**src/rtl/mrs_pkg.sv**
```systemverilog
package mrs_pkg;
  // Default scan width: 2**SCAN_W channels, 2**(SCAN_W+1) multiplexer inputs.
  localparam int unsigned SCAN_W_DFLT = 3;
  // Default bank: top select bit held high.
  localparam int unsigned BANK_DFLT   = 1;

  function automatic int unsigned chan_count(input int unsigned w);
    return 32'd1 << w;
  endfunction
endpackage

```
**src/rtl/mrs_scan_counter.sv**
```systemverilog
module mrs_scan_counter #(
  parameter int unsigned SCAN_W = mrs_pkg::SCAN_W_DFLT
) (
  input  logic              clk,
  input  logic              rst_n,
  output logic [SCAN_W-1:0] cnt
);
  always_ff @(posedge clk or negedge rst_n) begin
    if (!rst_n) cnt <= '0;
    else        cnt <= cnt + SCAN_W'(1);
  end
endmodule

```
**src/rtl/mrs_rate_mux.sv**
```systemverilog
module mrs_rate_mux #(
  parameter int unsigned SCAN_W = mrs_pkg::SCAN_W_DFLT,
  parameter int unsigned BANK   = mrs_pkg::BANK_DFLT,
  localparam int unsigned SEL_W = SCAN_W + 1,
  localparam int unsigned SRC_N = 1 << SEL_W
) (
  input  logic              clk,
  input  logic              rst_n,
  input  logic [SRC_N-1:0]  rate_in,
  input  logic [SCAN_W-1:0] sel_lo,
  output logic              z,
  output logic [SCAN_W-1:0] z_addr,
  output logic              z_vld
);
  logic [SEL_W-1:0] sel;
  assign sel = {1'(BANK), sel_lo};

  // z, its channel address and its validity advance together.
  always_ff @(posedge clk or negedge rst_n) begin
    if (!rst_n) begin
      z      <= 1'b0;
      z_addr <= '0;
      z_vld  <= 1'b0;
    end else begin
      z      <= rate_in[sel];
      z_addr <= sel_lo;
      z_vld  <= 1'b1;
    end
  end
endmodule

```
**src/rtl/mrs_addr_latch.sv**
```systemverilog
module mrs_addr_latch #(
  parameter int unsigned SCAN_W = mrs_pkg::SCAN_W_DFLT,
  localparam int unsigned CHAN_N = 1 << SCAN_W
) (
  input  logic              clk,
  input  logic              rst_n,
  input  logic              wr_en,
  input  logic [SCAN_W-1:0] addr,
  input  logic              din,
  output logic [CHAN_N-1:0] q
);
  for (genvar g = 0; g < CHAN_N; g++) begin : g_bit
    always_ff @(posedge clk or negedge rst_n) begin
      if (!rst_n)                             q[g] <= 1'b0;
      else if (wr_en && addr == SCAN_W'(g))   q[g] <= din;
    end
  end
endmodule

```
**src/rtl/mrs_scanner.sv**
```systemverilog
module mrs_scanner #(
  parameter int unsigned SCAN_W = mrs_pkg::SCAN_W_DFLT,
  parameter int unsigned BANK   = mrs_pkg::BANK_DFLT,
  localparam int unsigned CHAN_N = mrs_pkg::chan_count(SCAN_W),
  localparam int unsigned SRC_N  = 1 << (SCAN_W + 1)
) (
  input  logic              clk,
  input  logic              rst_n,
  input  logic [SRC_N-1:0]  rate_in,
  output logic [SCAN_W-1:0] scan_q,
  output logic              z,
  output logic [CHAN_N-1:0] rate_out
);
  logic [SCAN_W-1:0] z_addr;
  logic              z_vld;

  mrs_scan_counter #(.SCAN_W(SCAN_W)) cnt_i (
    .clk(clk), .rst_n(rst_n), .cnt(scan_q)
  );

  mrs_rate_mux #(.SCAN_W(SCAN_W), .BANK(BANK)) mux_i (
    .clk(clk), .rst_n(rst_n), .rate_in(rate_in), .sel_lo(scan_q),
    .z(z), .z_addr(z_addr), .z_vld(z_vld)
  );

  mrs_addr_latch #(.SCAN_W(SCAN_W)) lat_i (
    .clk(clk), .rst_n(rst_n), .wr_en(z_vld), .addr(z_addr),
    .din(z), .q(rate_out)
  );
endmodule

```
**config.mk**
```make
export PLATFORM = sky130hd
export DESIGN_NAME = mrs_scanner
export DESIGN_NICKNAME = d
export VERILOG_FILES = /design/src/rtl/mrs_pkg.sv /design/src/rtl/mrs_scan_counter.sv /design/src/rtl/mrs_rate_mux.sv /design/src/rtl/mrs_addr_latch.sv /design/src/rtl/mrs_scanner.sv
export SDC_FILE = /design/constraint.sdc
export NUM_CORES = 1
export LEC_CHECK = 0
export BUFFER_PORTS_ARGS = -buffer_cell sky130_fd_sc_hd__buf_2
export CORE_MARGIN = 4
export CORE_UTILIZATION = 47
export DETAILED_ROUTE_END_ITERATION = 8
export PLACE_DENSITY_LB_ADDON = 0.08
export SLEW_MARGIN = 10
export SYNTH_ARGS = -nofsm -noshare
export SYNTH_HDL_FRONTEND = slang
export SYNTH_SLANG_ARGS = --single-unit
```
**constraint.sdc**
```tcl
create_clock -name clk -period 2.5 [get_ports clk]
set_clock_uncertainty 0.2 [all_clocks]
set_input_delay 0.125 -clock clk [delete_from_list [all_inputs] [get_ports clk]]
set_output_delay 0.125 -clock clk [all_outputs]
set_load 0.005 [all_outputs]
```
Yosys cells after proc, flatten, opt, wreduce, memory -nomap -nowiden
Cells that the tools add are included.

Add/sub/neg operators: 1. Order comparisons: 1. Equal/unequal tests: 7. Multiplexer cells: 2. Reduce and logical (&&, ||, !) cells: 9.

Operators with widths (count): $eq A3 B3 Y1 const B (4); $logic_and A1 B1 Y1 (8); $eq A3 B2 Y1 const B (2); $lt A4 B5 Y1 const B (1); $add A3 B1 Y3 const B (1); $bmux W1 S3 (1); $eq A3 B1 Y1 const B (1); $logic_not A3 Y1 (1); $mux W1 (1).

Register bits: 16. Word-level logic and storage cells: 32.

Depth between registers and ports, before layout
Word-level depth: 2. Mapped depth: 2. Mapped depth without buffers: 2.

By module
A second synthesis with hierarchy kept.

Cells, all modules: 39. Area total of the unflattened synthesis: 679.4 um2.

By module, submodules not included: mrs_addr_latch (instances 1, cells each 24, area each 386.6 um2); mrs_rate_mux (instances 1, cells each 9, area each 192.7 um2); mrs_scan_counter (instances 1, cells each 6, area each 100.1 um2).

Worst setup path before layout
Ideal clock, no wire load.

Path type: register to register. From: register cnt_i.cnt[0]. To: register mux_i.z. Setup time: 125 ps. Arrival: 1229 ps. Slack: 947 ps. Cell stages (with the launch flop): 3. Cells stage by stage: dfrtp_1 > mux4_1 > mux2_2.

Word-level cells in the longest chain between the ends: 2.

Ends and longest elaborated chain: start, declared (RTL line mrs_scan_counter.sv:6) `output logic [SCAN_W-1:0] cnt`; start signal, assigned (RTL line mrs_scan_counter.sv:10) `else cnt <= cnt + SCAN_W'(1);`; $bmux W1 S3 (RTL line mrs_rate_mux.sv:25) `z <= rate_in[sel];`; $mux W1 (implied by the code) (RTL line mrs_rate_mux.sv:25); end signal, assigned (RTL line mrs_rate_mux.sv:25); end, declared (RTL line mrs_rate_mux.sv:11) `output logic z,`.

No other way between the ends. The select of a mux whose other input is x is not followed. A chain may end at the register's enable or synchronous reset.

Worst setup path after layout
Same ends and word-level chain as after synthesis.

==> results.md <==
* Port Buffer Count at 21
* CTS Buffer Depth at 2
* CP Data Arrival Time at between 1500 and 2000 ps
* Largest net degree at the start of global routing at 17
* Crit-path max FO at 6
* RSZ-0062 raised after global routing: false
* Post-synth ARST share at 1.00
* Yosys warning total at 0
* Worst setup path class: register to register
* N_diodes at 0
* Number of H-tree levels at 1
* Initial Util at 0.502
* Fmax achieved at a little over 600 MHz
* Status: finished clean
* Final worst slack at 878 ps
* PwrDens at between 500 and 600 nW/um^2
* Top area cells in the synthesized netlist: dfrtp_1 (60%), mux2_2 (15%), mux4_1 (7.9%)
* Worst setup startpoint: cnt_i.cnt[0]
* Hold crit path type: primary input to asynchronous set/reset pin
* Routed Antenna Nets at 0
* Synth cell types at 11
* Initial antenna violation count at 0
* Area of the multi-input gates at between 200 and 300 sq um
* CTS root buf: clkbuf_4
* Area Overhead vs Synth at 23.6%
* Overflow after GRT at 0
* FF-to-FF path depth at 2
* Vias per cell at 5.24
* DRT iter0 DRCs at 0
* Clock power frac at 0.277
* CTS buffer count at 3
* Dominant synthesized flop cell: dfrtp_1
* Routed WL at between 900 and 1000 um
* Final non-filler cell total at 79
* Post-Syn Area per Cell at approximately 17 sq um
* Slowest CP cell: mux4_1
* Register area at approximately 400 sq um
* Most frequent cell after synthesis: dfrtp_1
* Clk Latency, worst-skew pair at approximately 270 ps
* Cell Count Post-Placement at 75
* Post-CTS Resized at 0
* DIE AREA at 2070 sq um
* Ratio of cells with drive above 1 in the final layout at 0.563
* Leakage at 0.400 nW
* Routability congestion estimate at 0.669
* Seq/Total Area, Yosys at 0.605
* Worst setup SP type: register
* Final-report hold violation count at 0
* Internal at ~0.36 mW
* DRT Pass-1 Iters at 1
* Synth Net Count at a little under 60
* Slew Limit Fails at 0
* # DRC at 0
* GR Util All Layers at 0.120
* Clock slew at reported path FFs at 80 ps
* Worst setup EP type: register
* Setup violations, final at 0
* Top-area cell type share of the netlist area at 0.605
* Sequential power share at 0.626
* Crit path capture: mux_i.z
* Fillers at between 100 and 150
* Final Critical Period at between 1500 and 2000 ps
* Dominant cell type by area after synthesis: dfrtp_1
* Max-Cap Viols at 0
* Final #Nets at 85
* Core Region at 1320 sq um
* Row count at 13
* Dpl ws at approximately 900 ps
* Clk sinks at 16
* Psw at roughly 0.093 mW
* Power share of the combinational group at 0.098
* Worst VDD drop at 0.000363 V
* WL/cell at roughly 12 um
* Sw Ratio at 0.207
* Post-synth EDFFs at 0
* Commonest cells in the netlist: dfrtp_1 (16), mux2_2 (9), and4bb_2 (3), nand4b_1 (3), mux4_1 (2)
* Reg2reg end: mux_i.z
* Slowest stage delay, CP at roughly 580 ps
* Synth Instances at 39
* Setup_tns at 0 ps
* Number of synthesized register bits at 16
* First-pass GRT wire length at 1760 um
* Crit share post-route at 0.649
* Cell breakdown of the critical path: mux4_1, mux2_2
* Req. time, crit path at 2460 ps
* Worst reg2reg path startpoint: cnt_i.cnt[0]
* Die height at roughly 46 um
* Reg-to-reg setup timing slack at 880 ps
* Die W at 45.5 um
* Post-synthesis cell area at between 600 and 700 sq um
* IO Pins at 30
* Vias in the first global route at 440
* CTS tree: built
* Total number of vias at a little over 400
## worst min-delay path by stage
stage / from / end / slack, ps / cells past startpoint
finish: rst_n / lat_i.q[3] / 80 / 2
CTS: rst_n / lat_i.q[3] / 90 / 2
global route: rate_in[15] / mux_i.z / 100 / 3
detailed placement: rst_n / lat_i.q[6] / -150 / 1
global placement: rst_n / lat_i.q[3] / -150 / 1
floorplan: rst_n / cnt_i.cnt[0] / -370 / 0
## cells by family (layout without fill, tap and decap cells)
kind of cell / after synthesis / after routing / share of synthesized area
AND/OR/NAND/NOR: 8 / 8 / 0.119
adder cells (fa/ha/maj): 1 / 1 / 0.0189
flip-flops: 16 / 16 / 0.605
XOR/XNOR: 1 / 1 / 0.0132
other: 1 / 1 / 0.00567
buffers and inverters: 1 / 26 / 0.00567
multiplexers: 11 / 11 / 0.233
## what timing repair did
| action | CTS | global route |
|---|---|---|
| setup buffers | 0 | 0 |
| endpoints found under the hold margin | 16 | 0 |
| endpoints found under the setup margin | 0 | 0 |
| hold buffers | 1 | 0 |
## power groups by stage
stage | clock network, mW | logic, mW | registers (mW)
final | 0.124 | 0.0439 | 0.281
after global routing | 0.145 | 0.0497 | 0.284
after CTS | 0.131 | 0.0456 | 0.282
after detailed placement | 0 | 0.0443 | 0.287
after global placement | 0 | 0.0433 | 0.286
after floorplan | 0 | 0.0157 | 0.288
## critical path, delay by kind of cell, from the launching register on
family / cells / cell delay [ps]
muxes: 2 / 850
DFF: 1 / 450
## through the flow
stage               utilization  hold slack, ps  total power, mW  cell area, sq um
finish                    0.621            83.1            0.449               818
global route              0.621             102            0.479               818
CTS                       0.621            92.3            0.459               818
floorplan                     -            -371            0.304               662
global placement          0.596            -152            0.329               786
detailed placement        0.596            -147            0.331               786
## state kept, by name, summed over array words and instances, names as in the netlist
register,flops
mux_i.z_addr,3
mux_i.z_vld,1
cnt_i.cnt,3
mux_i.z,1
lat_i.q,8
## area by class of cell
cell class              count  area share
flip-flops and latches     16       0.489
multi-input cells          22       0.315
repair buffers             22       0.141
clock buffers               3      0.0275
well taps                  15      0.0229
inverters                   1     0.00459
## cells in the final DEF, fill, tap and decap left out
cell           Yosys  layout
nand4b_1           3       3
dfrtp_1           16      16
nor4b_1            1       1
xor2_1             1       1
mux4_1             2       2
clkbuf_4           0       3
ha_1               1       1
dlygate4sd3_1      0       1
and4bb_2           3       3
mux2_2             9       9
nand4_1            1       1
buf_2              0      21
inv_1              1       1
conb_1             1       1
## routing by layer
metal	global-route usage	part of all wire	up-vias
met5	0	0	-
met4	0.0702	0.0061	0
met3	0.0237	0.097	2
met2	0.195	0.44	18
met1	0.145	0.46	192
li1	-	-	202
Power figures use the tool's default switching activity.
